==> src/rtl/charrow_pkg.sv <==
package charrow_pkg;

  // Vertical phase of the frame
  typedef enum logic [1:0] {
    VP_ROWS  = 2'd0,   // character rows
    VP_ADJ   = 2'd1,   // adjust scanlines
    VP_EXTRA = 2'd2    // appended even-field scanline
  } vphase_t;

  function automatic logic ilace_on(input logic [1:0] mode);
    return mode[0];
  endfunction

  function automatic logic ilace_video(input logic [1:0] mode);
    return mode == 2'b11;
  endfunction

endpackage

==> src/rtl/charrow_hctr.sv <==
module charrow_hctr #(
  parameter int HW = 8,
  parameter int SW = 4
) (
  input  logic          clk,
  input  logic          rst_n,
  input  logic [HW-1:0] h_total,
  input  logic [HW-1:0] h_sync_pos,
  input  logic [SW-1:0] hs_width,
  output logic [HW-1:0] hcc,
  output logic          line_end,
  output logic          hsync
);

  logic [HW-1:0] hcc_n;
  logic [SW-1:0] hs_left, hs_left_n;
  logic          hs_start;

  always_comb begin
    line_end  = (hcc == h_total);
    hcc_n     = line_end ? '0 : hcc + 1'b1;
    hs_start  = (hcc == h_sync_pos) && (hs_width != '0) && (hs_left == '0);
    hs_left_n = hs_left;
    if (hs_start)
      hs_left_n = hs_width - 1'b1;
    else if (hs_left != '0)
      hs_left_n = hs_left - 1'b1;
    hsync = hs_start || (hs_left != '0);
  end

  always_ff @(posedge clk or negedge rst_n) begin
    if (!rst_n) begin
      hcc     <= '0;
      hs_left <= '0;
    end else begin
      hcc     <= hcc_n;
      hs_left <= hs_left_n;
    end
  end

endmodule

==> src/rtl/charrow_vctr.sv <==
module charrow_vctr
  import charrow_pkg::*;
#(
  parameter int HW = 8,
  parameter int VW = 7,
  parameter int RW = 5,
  parameter int SW = 4
) (
  input  logic          clk,
  input  logic          rst_n,
  input  logic          line_end,
  input  logic [HW-1:0] hcc,
  input  logic [HW-1:0] h_total,
  input  logic [RW-1:0] max_raster,
  input  logic [RW-1:0] v_adj,
  input  logic [VW-1:0] v_total,
  input  logic [VW-1:0] v_sync_pos,
  input  logic [SW-1:0] vs_code,
  input  logic [1:0]    mode,
  output logic [RW-1:0] rcc,
  output logic [VW-1:0] vcc,
  output logic          in_rows,
  output logic          row_last,
  output logic          frame_wrap,
  output logic          field,
  output logic          vsync
);

  localparam int VLW = SW + 1;

  vphase_t        ph, ph_n;
  logic [RW-1:0]  rcc_n;
  logic [VW-1:0]  vcc_n;
  logic           field_n;
  logic           to_extra;
  logic [HW:0]    mid, trig_col;
  logic [VLW-1:0] vs_left, vs_left_n, vs_len;
  logic           vtrig;

  // Sequencing of rasters, rows, adjust and appended lines
  always_comb begin
    ph_n       = ph;
    rcc_n      = rcc;
    vcc_n      = vcc;
    field_n    = field;
    frame_wrap = 1'b0;
    in_rows    = (ph == VP_ROWS);
    row_last   = in_rows && (rcc == max_raster);
    to_extra   = ilace_on(mode) && !field;
    if (line_end) begin
      case (ph)
        VP_ROWS: begin
          if (rcc == max_raster) begin
            if (vcc == v_total) begin
              if (v_adj != '0) begin
                ph_n  = VP_ADJ;
                rcc_n = '0;
              end else if (to_extra) begin
                ph_n  = VP_EXTRA;
                rcc_n = '0;
              end else begin
                frame_wrap = 1'b1;
              end
            end else begin
              vcc_n = vcc + 1'b1;
              rcc_n = '0;
            end
          end else begin
            rcc_n = rcc + 1'b1;
          end
        end
        VP_ADJ: begin
          if (rcc == v_adj - 1'b1) begin
            if (to_extra) begin
              ph_n  = VP_EXTRA;
              rcc_n = '0;
            end else begin
              frame_wrap = 1'b1;
            end
          end else begin
            rcc_n = rcc + 1'b1;
          end
        end
        default: frame_wrap = 1'b1;
      endcase
    end
    if (frame_wrap) begin
      ph_n    = VP_ROWS;
      rcc_n   = '0;
      vcc_n   = '0;
      field_n = ilace_on(mode) ? !field : 1'b0;
    end
  end

  // Vertical sync: first clock or mid-line start, counted in line ends
  always_comb begin
    mid      = ({1'b0, h_total} + 1'b1) >> 1;
    trig_col = (ilace_on(mode) && !field) ? mid : '0;
    vtrig    = in_rows && (rcc == '0) && (vcc == v_sync_pos) &&
               ({1'b0, hcc} == trig_col) && (vs_left == '0);
    vs_len   = (vs_code == '0) ? VLW'(2 ** SW) : {1'b0, vs_code};
    vs_left_n = vs_left;
    if (vtrig)
      vs_left_n = vs_len - {{(VLW-1){1'b0}}, line_end};
    else if (line_end && (vs_left != '0))
      vs_left_n = vs_left - 1'b1;
    vsync = vtrig || (vs_left != '0);
  end

  always_ff @(posedge clk or negedge rst_n) begin
    if (!rst_n) begin
      ph      <= VP_ROWS;
      rcc     <= '0;
      vcc     <= '0;
      field   <= 1'b0;
      vs_left <= '0;
    end else begin
      ph      <= ph_n;
      rcc     <= rcc_n;
      vcc     <= vcc_n;
      field   <= field_n;
      vs_left <= vs_left_n;
    end
  end

endmodule

==> src/rtl/charrow_addr.sv <==
module charrow_addr #(
  parameter int HW = 8,
  parameter int AW = 14
) (
  input  logic          clk,
  input  logic          rst_n,
  input  logic [HW-1:0] hcc,
  input  logic [HW-1:0] h_disp,
  input  logic          line_end,
  input  logic          row_last,
  input  logic          frame_wrap,
  input  logic [AW-1:0] start_addr,
  output logic [AW-1:0] ma
);

  logic [AW-1:0] row_base, row_base_n, ma_n;

  always_comb begin
    ma_n       = ma;
    row_base_n = row_base;
    if (line_end) begin
      if (frame_wrap) begin
        ma_n       = start_addr;
        row_base_n = start_addr;
      end else if (row_last) begin
        ma_n       = ma;
        row_base_n = ma;
      end else begin
        ma_n = row_base;
      end
    end else if (hcc < h_disp) begin
      ma_n = ma + 1'b1;
    end
  end

  always_ff @(posedge clk or negedge rst_n) begin
    if (!rst_n) begin
      ma       <= '0;
      row_base <= '0;
    end else begin
      ma       <= ma_n;
      row_base <= row_base_n;
    end
  end

endmodule

==> src/rtl/charrow_vtg.sv <==
module charrow_vtg
  import charrow_pkg::*;
#(
  parameter int HW = 8,
  parameter int VW = 7,
  parameter int RW = 5,
  parameter int SW = 4,
  parameter int AW = 14
) (
  input  logic            clk,
  input  logic            rst_n,
  input  logic [HW-1:0]   h_total,
  input  logic [HW-1:0]   h_disp,
  input  logic [HW-1:0]   h_sync_pos,
  input  logic [2*SW-1:0] sync_widths,
  input  logic [VW-1:0]   v_total,
  input  logic [RW-1:0]   v_total_adj,
  input  logic [VW-1:0]   v_disp,
  input  logic [VW-1:0]   v_sync_pos,
  input  logic [RW-1:0]   max_raster,
  input  logic [1:0]      ilace_mode,
  input  logic [AW-1:0]   start_addr,
  output logic [AW-1:0]   ma,
  output logic [RW-1:0]   ra,
  output logic            de,
  output logic            hsync,
  output logic            vsync,
  output logic            odd_field
);

  logic          rst_m, rst_q;
  logic [HW-1:0] hcc;
  logic          line_end;
  logic [RW-1:0] rcc;
  logic [VW-1:0] vcc;
  logic          in_rows, row_last, frame_wrap;

  // Asynchronous assertion, synchronous release
  always_ff @(posedge clk or negedge rst_n) begin
    if (!rst_n) begin
      rst_m <= 1'b0;
      rst_q <= 1'b0;
    end else begin
      rst_m <= 1'b1;
      rst_q <= rst_m;
    end
  end

  charrow_hctr #(.HW(HW), .SW(SW)) i_hctr (
    .clk        (clk),
    .rst_n      (rst_q),
    .h_total    (h_total),
    .h_sync_pos (h_sync_pos),
    .hs_width   (sync_widths[SW-1:0]),
    .hcc        (hcc),
    .line_end   (line_end),
    .hsync      (hsync)
  );

  charrow_vctr #(.HW(HW), .VW(VW), .RW(RW), .SW(SW)) i_vctr (
    .clk        (clk),
    .rst_n      (rst_q),
    .line_end   (line_end),
    .hcc        (hcc),
    .h_total    (h_total),
    .max_raster (max_raster),
    .v_adj      (v_total_adj),
    .v_total    (v_total),
    .v_sync_pos (v_sync_pos),
    .vs_code    (sync_widths[2*SW-1:SW]),
    .mode       (ilace_mode),
    .rcc        (rcc),
    .vcc        (vcc),
    .in_rows    (in_rows),
    .row_last   (row_last),
    .frame_wrap (frame_wrap),
    .field      (odd_field),
    .vsync      (vsync)
  );

  charrow_addr #(.HW(HW), .AW(AW)) i_addr (
    .clk        (clk),
    .rst_n      (rst_q),
    .hcc        (hcc),
    .h_disp     (h_disp),
    .line_end   (line_end),
    .row_last   (row_last),
    .frame_wrap (frame_wrap),
    .start_addr (start_addr),
    .ma         (ma)
  );

  assign ra = rcc;
  assign de = (hcc < h_disp) && (vcc < v_disp) && in_rows &&
              (!ilace_video(ilace_mode) || (rcc[0] == odd_field));

endmodule

==> config.mk <==
export PLATFORM = sky130hd
export DESIGN_NAME = charrow_vtg
export DESIGN_NICKNAME = d
export VERILOG_FILES = /design/src/rtl/charrow_pkg.sv /design/src/rtl/charrow_hctr.sv /design/src/rtl/charrow_vctr.sv /design/src/rtl/charrow_addr.sv /design/src/rtl/charrow_vtg.sv
export SDC_FILE = /design/constraint.sdc
export NUM_CORES = 1
export LEC_CHECK = 0
export ABC_CLOCK_PERIOD_IN_PS = 6600
export BUFFER_PORTS_ARGS = -buffer_cell sky130_fd_sc_hd__buf_2
export CAP_MARGIN = 5
export CORE_MARGIN = 2
export CORE_UTILIZATION = 40
export CTS_CLUSTER_SIZE = 24
export DETAILED_ROUTE_END_ITERATION = 16
export PLACE_DENSITY = 0.64
export SLEW_MARGIN = 20
export SYNTH_ARGS = -nofsm -noshare
export SYNTH_HDL_FRONTEND = slang
export SYNTH_HIERARCHICAL = 1
export SYNTH_SLANG_ARGS = --single-unit
==> constraint.sdc <==
create_clock -name clk -period 6.6 [get_ports clk]
set_clock_uncertainty 0.2 [all_clocks]
set_input_delay 0.99 -clock clk [delete_from_list [all_inputs] [get_ports clk]]
set_output_delay 0.99 -clock clk [all_outputs]
set_load 0.05 [all_outputs]
Word-level counts from Yosys, hierarchy flattened
Cells that the tools add are included.
- logic and storage cells: 113
- bits in registers: 62
- add/subtract/negate cells: 10
- muxes and demuxes: 40
- reduce and logical (&&, ||, !) cells: 36
- order comparisons: 2
- equality and inequality tests: 14
- operator list (operator ; count):
    $mux W14 ; 4
    $mux W5 ; 10
    $mux W7 ; 5
    $eq A8 B8 Y1 ; 2
    $mux W8 ; 2
    $add A14 B1 Y14 const B ; 1
    $eq A7 B7 Y1 ; 2
    $mux W2 ; 7
    $logic_and A1 B1 Y1 ; 12
    $reduce_bool A2 Y1 ; 6
    $eq A5 B5 Y1 ; 2
    $logic_not A5 Y1 ; 2
    $pmux W5 S2 ; 1
    $reduce_bool A5 Y1 ; 2
    $sub A5 B1 Y5 const B ; 2
    $add A8 B1 Y9 const B ; 1
    $eq A8 B9 Y1 ; 1
    $add A8 B1 Y8 const B ; 1
    $logic_not A4 Y1 ; 2
    $lt A8 B8 Y1 ; 1
    $mux W4 ; 2
    $reduce_bool A4 Y1 ; 2
    $sub A4 B1 Y4 const B ; 2
    $add A7 B1 Y7 const B ; 1
    other kinds (19) ; 29

Logic depth before layout (Yosys ltp)
Gate-level depths: netlist of the first run.
- word-level depth: 10
- mapped depth: 14
- mapped depth without buffers: 12

By module
Netlist of the first run, hierarchy kept.
- modules (own cells, without submodules) (module ; cells each ; times used ; area an instance (um^2)):
    charrow_vctr ; 253 ; 1 ; 2100.8
    charrow_addr ; 213 ; 1 ; 1860.5
    charrow_hctr ; 78 ; 1 ; 810.8
    charrow_vtg ; 51 ; 1 ; 416.6

Worst setup path before layout of the first run
Ideal clock, no wire load.
- path kind: input -> output
- start: input port h_total[0]
- end: output port vsync
- required time: 5.410 ns
- data arrival time: 2.803 ns
- buffers on the path: 0
- slack: 2.607 ns
- stages on the path: 7
- cell sequence: ha_1 inv_1 o21ai_1 a41oi_1 or3_1 a2111oi_4 nand2b_1
- cells in the longest elaborated chain, start to end: 6
- ends and longest elaborated chain (item ; line ; RTL):
    from (decl) ; charrow_vtg.sv:12 ; input logic [HW-1:0] h_total,
    $add A8 B1 Y9 ; charrow_vctr.sv:97 ; mid = ({1'b0, h_total} + 1'b1) >> 1;
    $mux W8 ; charrow_vctr.sv:98 ; trig_col = (ilace_on(mode) && !field) ? mid : '0;
    $eq A8 B9 Y1 ; charrow_vctr.sv:100 ; ({1'b0, hcc} == trig_col) && (vs_left == '0);
    $logic_and A1 B1 Y1 ; charrow_vctr.sv:99 ; vtrig = in_rows && (rcc == '0) && (vcc == v_sync_pos) &&
    $logic_and A1 B1 Y1 ; charrow_vctr.sv:100 ;
    $logic_or A1 B1 Y1 ; charrow_vctr.sv:107 ; vsync = vtrig || (vs_left != '0);
    to (decl) ; charrow_vtg.sv:27 ; output logic vsync,
Every way passes these cells.

Worst setup path in the final report of the first run
- start: input port h_total[1]
- end: output port vsync
Same word-level chain as after synthesis.

==> reports/summary.md, run 1 <==
The run gives 3.77 ns as the data arrival time of the worst path. The depth of the worst register-to-register path was 10. The kind of start point of the critical path is an input port.

Entering global routing, the biggest net connects 55 pins. The count of mapped cells out of synthesis is 595, and the chip height is 118 um. The initial detailed-routing violation count was 276; the number of sinks on the clock net was 62. Of the total power, combinational logic draws 42.2%. Sum of negative setup slack: 0 ns. The final-layout fill cell count was 1246; the internal portion of total power was 0.00111 W. Library cell used as clock root buffer: sky130_fd_sc_hd__clkbuf_16. The part of the power in the clock network came out at 23.7%. The path category of the worst min-delay check was register to asynchronous set/reset pin.

In this run, post-CTS repair resized a total of 0 instances. The class of the most critical setup path is input port to output port. The longest clock path from root to sink contains 2 buffers.

In the post-synthesis netlist, the cell with the most instances is sky130_fd_sc_hd__dfrtp_1. The register share of total power was 34.1%; the width of the chip was 118 um. At the pin with the least slew margin, the transition time is 0.761 ns.

During I/O placement, the number of pins put on the boundary was 104. The run gives 5 as the iteration count of the initial detailed-routing pass. After detailed routing, the number of remaining DRC violations is 0.

The area enclosed by the die boundary is 13900 um^2. The cell area that synthesis handed to floorplanning was 5190 um^2. TritonCTS built the clock tree. The finished cells cover 6140 um^2. The hold-fix buffer count after cts was 0; the layout cell share with drive strength beyond 1 was 23.1%.

The number of antenna cells inserted was 0; the count of antenna-violating nets left after detailed routing was 0. Max-cap violations in this run came to 0. The first global-routing pass estimated 23200 um of wire. In this run, CTS created clock tree buffers numbering 9. STA puts the critical path data required time at 5.41 ns.

The maximum level of the CTS H-tree is 3, and the final hold violation count is 0. Counting instances in the post-synthesis netlist gives the leading cell types as 62 x sky130_fd_sc_hd__dfrtp_1, 54 x sky130_fd_sc_hd__nand2_1, 51 x sky130_fd_sc_hd__inv_1. The count of input and output buffers was 103; the placer congestion estimate was 0.889. The clock transition at the registers of the reported paths came out at 0.05 ns. Summed over all layers, the global routing overflow is 0. The run gives 4735 as the total number of vias.

In this run the critical register-to-register path is captured at i_addr/ma[11]$_DFFE_PN0P_. The fraction of power spent switching nets came out at 43.2%. The synthesized design contains 62 register bits. The share of async-settable or async-resettable flops after synthesis was 100%. The distinct cell type count after synthesis was 82; the count of final max-slew check failures was 0. The tools report the starting utilization of the core area as 41.1%.

The worst setup path is captured at an output port. End point of the critical path: vsync. The number of synthesized flops with an enable pin was 0. The library cell with the largest summed area after synthesis was sky130_fd_sc_hd__dfrtp_1. The routed wire length was 13700 um.

The met3 track demand over resource was 3.63%. The largest vdd supply drop is 273 uV. Worst setup path startpoint: h_total[1]. The number of synthesis warnings is 6, and the share of the clock period used by the worst path after layout is 75.1%. At the end of the flow the core is filled with cells to 48.7%. Final layout net count: 805.

For this run, the leading register cell type out of synthesis is sky130_fd_sc_hd__dfrtp_1. Static timing analysis puts the maximum clock frequency at 202 MHz. The wire-length estimate of the detail-placed layout is 10400 um. The total leakage power came out at 2.71 nW.

In this run the power density over the cells is 317 nW/um^2. After global routing, the most crowded layer is met2. In this run the critical register-to-register path is launched from i_vctr/rcc[2]$_DFFE_PN0P_. The synthesized netlist net count is 707. Using the TritonRoute via totals, the vias-per-cell ratio works out to 5.45. The number of antenna violations at the first check in global routing was 0. Sorting the synthesized cells by area gives the leading types as sky130_fd_sc_hd__dfrtp_1 30%, sky130_fd_sc_hd__xnor2_1 7.9%, sky130_fd_sc_hd__ha_1 7.5%. For the worst-skew pair, the clock arrives at the later sink with an insertion delay of 0.32 ns.

In the global route stage, overall resource usage came out at 20.3%. Along the worst path, the maximum fanout reaches 6. After synthesis, flip-flops and latches occupy 29.9% of the total area.

The site row count was 41; the placeable core area was 12600 um^2. The global routing met2 resource utilization was 34.9%; the signed area change from the synthesized netlist to the final layout was 18.4%. In this run the cell area measured after placement is 5850 um^2. The shortest period the worst path allows was 4.96 ns; the number of global-route vias before repair was 4813.

The setup check on the worst reg-to-reg path leaves a slack of 2.85 ns. Setup repair after global routing left no endpoint under its margin. Setup violations remaining at the end of the flow were counted as 0. Dividing the detail-routed wire length by the instance count gives 15.8 um. Headroom to the max-slew limit came out at 49.2%.

Summed over all nets, the switching power comes to 0.000841 W. The flow ran to the end, and the final reports show no timing, DRC or antenna violations. Global routing consumed, on the met1 layer, 25.6% of the routing resources. The buffers inserted during post-CTS setup optimization came out at 0. Each instance of the synthesized netlist takes up on average 8.72 um^2. The area share of the largest cell type after synthesis was 29.9%.
[how the worst min path moves through the flow]
stage,depth (start not counted),to,start,slack [ns]
global placement,0,i_addr/row_base[5]$_DFFE_PN0P_,rst_q$_DFF_PN0_,0.11
global route,0,i_addr/row_base[4]$_DFFE_PN0P_,rst_q$_DFF_PN0_,0.16
detailed placement,0,i_addr/row_base[4]$_DFFE_PN0P_,rst_q$_DFF_PN0_,0.12
finish,0,i_addr/row_base[4]$_DFFE_PN0P_,rst_q$_DFF_PN0_,0.09
CTS,0,i_addr/ma[5]$_DFFE_PN0P_,rst_q$_DFF_PN0_,0.12
floorplan,0,rst_q$_DFF_PN0_,rst_m$_DFF_PN0_,0.13
[state kept, by name, indices dropped and copies added, names as in the netlist]
register	cells
i_addr/ma	14
i_addr/row_base	14
i_hctr/hcc	8
i_vctr/vcc	7
i_vctr/rcc	5
i_vctr/vs_left	5
i_hctr/hs_left	4
i_vctr/ph	2
i_vctr/field	1
rst_m	1
rst_q	1
[power groups by stage]
stage / Sequential (W) / Combinational (W) / Clock [W]
finish: 0.000664 / 0.000822 / 0.000461
global route: 0.000688 / 0.000913 / 0.000487
CTS: 0.000664 / 0.000827 / 0.000469
detailed placement: 0.000669 / 0.000823 / 0
global placement: 0.000665 / 0.000797 / 0
floorplan: 0.000728 / 0.000538 / 0
[placed cells by master (no fill, tap or decap), types with 24 or more instances in the layout]
master,n
sky130_fd_sc_hd__ha_1,31
sky130_fd_sc_hd__nand2_1,54
sky130_fd_sc_hd__nor2_1,29
sky130_fd_sc_hd__buf_2,103
sky130_fd_sc_hd__inv_1,51
sky130_fd_sc_hd__dfrtp_1,61
sky130_fd_sc_hd__xnor2_1,47
sky130_fd_sc_hd__o21ai_0,46
sky130_fd_sc_hd__xor2_1,25
sky130_fd_sc_hd__nand3_1,24
[cell families (layout without fill, tap and decap cells)]
family | count (synthesis) | after routing | synth area share (%)
other | 1 | 1 | 0.0723
buffers and inverters | 72 | 174 | 5.96
AND/OR/NAND/NOR | 204 | 204 | 22.3
XOR/XNOR | 73 | 73 | 12.5
adder cells (fa/ha/maj) | 31 | 31 | 7.48
AO/OA/AOI/OAI | 129 | 129 | 17.1
flip-flops | 62 | 62 | 29.9
multiplexers | 23 | 23 | 4.65
[critical path: stages]
cell and delay (ns):
sky130_fd_sc_hd__buf_2 0.14, sky130_fd_sc_hd__ha_1 0.30, sky130_fd_sc_hd__nand3_1 0.16, sky130_fd_sc_hd__o21ai_0 0.27
sky130_fd_sc_hd__nor4b_1 0.58, sky130_fd_sc_hd__o2111ai_1 0.31, sky130_fd_sc_hd__a2111oi_4 0.56, sky130_fd_sc_hd__nand2b_1 0.18
sky130_fd_sc_hd__buf_2 0.27
[layer usage]
metal / vias to the layer above / wire [um]
li1: 2317 / -
met1: 2271 / 6180
met2: 127 / 6560
met3: 20 / 735
met4: 0 / 250
met5: - / 0
[stage by stage]
step	worst slack (ns)	total power, W	std cells	hold slack [ns]
4_1_cts	1.66	0.00196	869	0.121
6_report	1.64	0.00195	869	0.0874
3_3_place_gp	1.67	0.00146	854	0.111
3_5_place_dp	1.67	0.00149	854	0.118
2_1_floorplan	2.61	0.00127	595	0.131
5_1_grt	1.58	0.00209	869	0.157
[layout make-up]
cell class	instances	area [um^2]	area share, %
clock inverters	4	48.8	0.794
repair buffers	108	553	9.00
inverters	51	191	3.12
clock buffers	11	243	3.95
multi-input cells	461	3340	54.3
well taps	172	215	3.50
flip-flops and latches	62	1550	25.3
Power figures use the tool's default switching activity.
==> run 2, diff against run 1 <==
ABC_CLOCK_PERIOD_IN_PS = 4400   (was 6600)
PLACE_DENSITY = 0.66   (was 0.64)
clock period = 4.4 ns   (was 6.6 ns; I/O delays follow)
==> run 2 against run 1 <==
Final cell count is 0.58% higher; sequential share of layout area decreased by 0.21 points; final area up 0.84%; combinational power is 51% higher; highest routed layer unchanged; global-route usage is essentially flat; worst setup slack lost 1.2 ns; sequential power up 49%; sequential cell count unchanged; via count rose by 1.4%; die area is the same; register-to-register slack worse by 2.0 ns.
==> reports/summary.md, run 2 (synthesis gave the netlist of run 1 again) <==
For the initial detailed-routing violation count, the log shows 226 (-18%). TritonCTS built the clock tree. The depth of the worst register-to-register path was 10 (unchanged); the clock latency reported for the late side of the worst-skew pair was 0.33 ns (about the same). The detail-routed via count per cell is 5.49 (+0.77%), and the top-level port count is 104 (unchanged). The capture instance of the worst register-to-register path was i_addr/ma[1]$_DFFE_PN0P_. Total of max-cap violations: 0 (unchanged). Worst hold slack after final layout: 0.142 ns (+0.0545 ns).

The count of input and output buffers was 103 (unchanged); the count of final max-slew check failures was 0 (unchanged). The logs give 12600 um^2 (unchanged) for the placeable core area and 62 (unchanged) for the number of sinks on the clock net. For the site row count, the log shows 41 (unchanged).

For the iteration count of the initial detailed-routing pass, the log shows 5 (unchanged). The run gives 0 (unchanged) as the global-route congestion overflow total. Most frequent standard cell in the layout excluding fill and tap cells: sky130_fd_sc_hd__buf_2.

The width of the chip came out at 118 um (unchanged). The critical path is of the register to output port type. Kind of end point of the critical path: an output port. The setup slack on the worst flop-to-flop path is 0.82 ns (-2.03 ns), and the final layout net count is 808 (+0.37%).

For the setup-violating endpoint count in the final report, the log shows 0 (unchanged). The placer congestion estimate came out at 0.893 (+0.47%). The tools report the post-route total power as 0.00299 W (+54%). The relative max-transition margin is 45.1% (-4.1 points), and the transition time at the pin with the least slew margin is 0.822 ns (+0.0618 ns).

The logs give 874 (+0.58%) for the post-route non-filler standard cell count and 306 uV (+12%) for the largest vdd supply drop. The run gives 41.1% (unchanged) as the starting utilization of the core area. The half-perimeter wire length after detailed placement was 10500 um (+1.2%); the power density of the placed cells was 483 nW/um^2 (+52%). The chip height was 118 um (unchanged).

The path category of the worst min-delay check is register to asynchronous set/reset pin. The average wire length per cell after detail routing works out to 15.8 um (-0.14%). The count of antenna-violating nets left after detailed routing is 0 (unchanged), and the shortest period the worst path allows is 3.94 ns. The total leakage power was 2.73 nW (+0.82%). The clock transition at the registers of the reported paths was 0.05 ns (about the same).

The logs give 3.08 ns (-0.69 ns) for the data arrival time of the worst path and 3 (unchanged) for the maximum level of the CTS H-tree. The library cells used most frequently in the layout, excluding fill and tap cells, are 103 x sky130_fd_sc_hd__buf_2, 61 x sky130_fd_sc_hd__dfrtp_1, 54 x sky130_fd_sc_hd__nand2_1. The layout cell share with drive strength beyond 1 is 23.4% (+0.30 points).

Maximum clock path buffer count: 2 (unchanged). The run gives 1 (+1) as the number of antenna violations at the first check in global routing. The largest registers in the layout are i_addr/ma (14), i_addr/row_base (14), i_hctr/hcc (8). The number of cells upsized or downsized after cts was 0 (unchanged); the maximum frequency from static timing analysis was 254 MHz. The sum of negative setup slack was 0 ns (unchanged). The total number of vias was 4799 (+1.4%); the maximum number of pins on one net before global-route repair was 55 (unchanged). For the routed wire length, the log shows 13800 um (+0.44%). The run gives 0 (unchanged) as the buffers inserted during post-CTS setup optimization. The run finished with clean final reports. Setup repair after global routing left no endpoint under its margin. The area enclosed by the die boundary is 13900 um^2 (unchanged). In this run the critical register-to-register path is launched from i_vctr/rcc[2]$_DFFE_PN0P_. The library cell used as clock root buffer is sky130_fd_sc_hd__clkbuf_16.

Required time at the worst-slack endpoint: 3.54 ns (-1.87 ns). The post-detailed-route DRC marker count was 0 (unchanged). From synthesis to final layout, the design area changed by 19.4%. The total routing usage reported by global routing was 20.3% (-0.043 points). For the hold-fix buffer count after cts, the log shows 1 (+1).

Global-route wire length before repair: 23200 um (-0.36%). The share of the clock period used by the worst path after layout is 89.6%, and the instance count after placement with tap cells included is 856 (+0.23%). The worst setup path is launched from a register.

The run gives 9 (unchanged) as the number of clock buffers inserted by TritonCTS. The number of global-route vias before repair was 4896 (+1.7%); the maximum fanout count along the critical path was 11 (+5). The final hold violation count came out at 0 (unchanged).
run 2: cell count changes in the layout (fill, tap and decap cells not counted), sizes merged:
cell         before  now
buf             108  110
bufinv            1    2
clkbuf           11   10
clkinvlp          0    1
diode             0    1
dlygate4sd3       0    1
run 2: power by group:
group,internal (W),leakage [nW],switching [W],total (W)
combinational,0.000488,1.83,0.000748,0.00124
sequential,0.000721,0.749,0.000271,0.000992
clock,0.000495,0.152,0.000268,0.000763
total,0.00170,2.73,0.00129,0.00299
run 2: worst max-delay path, cell delays in order, from the launching register on:
cell,delay [ns]
sky130_fd_sc_hd__dfrtp_1,0.43
sky130_fd_sc_hd__nor2b_1,0.67
sky130_fd_sc_hd__nand2_1,0.13
sky130_fd_sc_hd__a2111oi_0,0.48
sky130_fd_sc_hd__nor2_1,0.15
sky130_fd_sc_hd__a2111oi_4,0.47
sky130_fd_sc_hd__nand2b_1,0.16
sky130_fd_sc_hd__buf_2,0.26
run 2: final cells by class:
cell class | count | area [um^2]
diodes | 1 | 2.50
clock buffers | 10 | 229
well taps | 172 | 215
repair buffers | 111 | 578
flip-flops and latches | 62 | 1550
multi-input cells | 461 | 3340
inverters | 51 | 191
clock inverters | 6 | 86.3
fillers | 1257 | 6430
run 2: worst max path at each step:
stage	startpoint	end	slack, ns	cells past startpoint
2_1_floorplan	i_vctr/rcc[1]$_DFFE_PN0P_	vsync	0.98	9
3_3_place_gp	h_total[0]	vsync	0.61	9
3_5_place_dp	ilace_mode[0]	vsync	0.50	8
4_1_cts	i_vctr/field$_DFFE_PN0N_	vsync	0.49	7
5_1_grt	i_vctr/field$_DFFE_PN0N_	vsync	0.29	7
6_report	i_vctr/field$_DFFE_PN0N_	vsync	0.46	7
run 2: layer usage:
metal	global-route usage [%]	vias to the layer above	share of wire [%]
met5	0	-	0
met4	7.23	0	2.0
met3	5.28	21	6.3
met2	33.9	168	49
met1	25.2	2281	43
li1	-	2329	-
run 2: metrics by stage:
stage	setup slack, ns	utilization, %	area, um^2
final	0.459	49.1	6190
after global routing	0.293	49.1	6190
after CTS	0.488	49.1	6190
after detailed placement	0.501	46.5	5870
after global placement	0.608	46.5	5870
after floorplan	0.979	-	5190
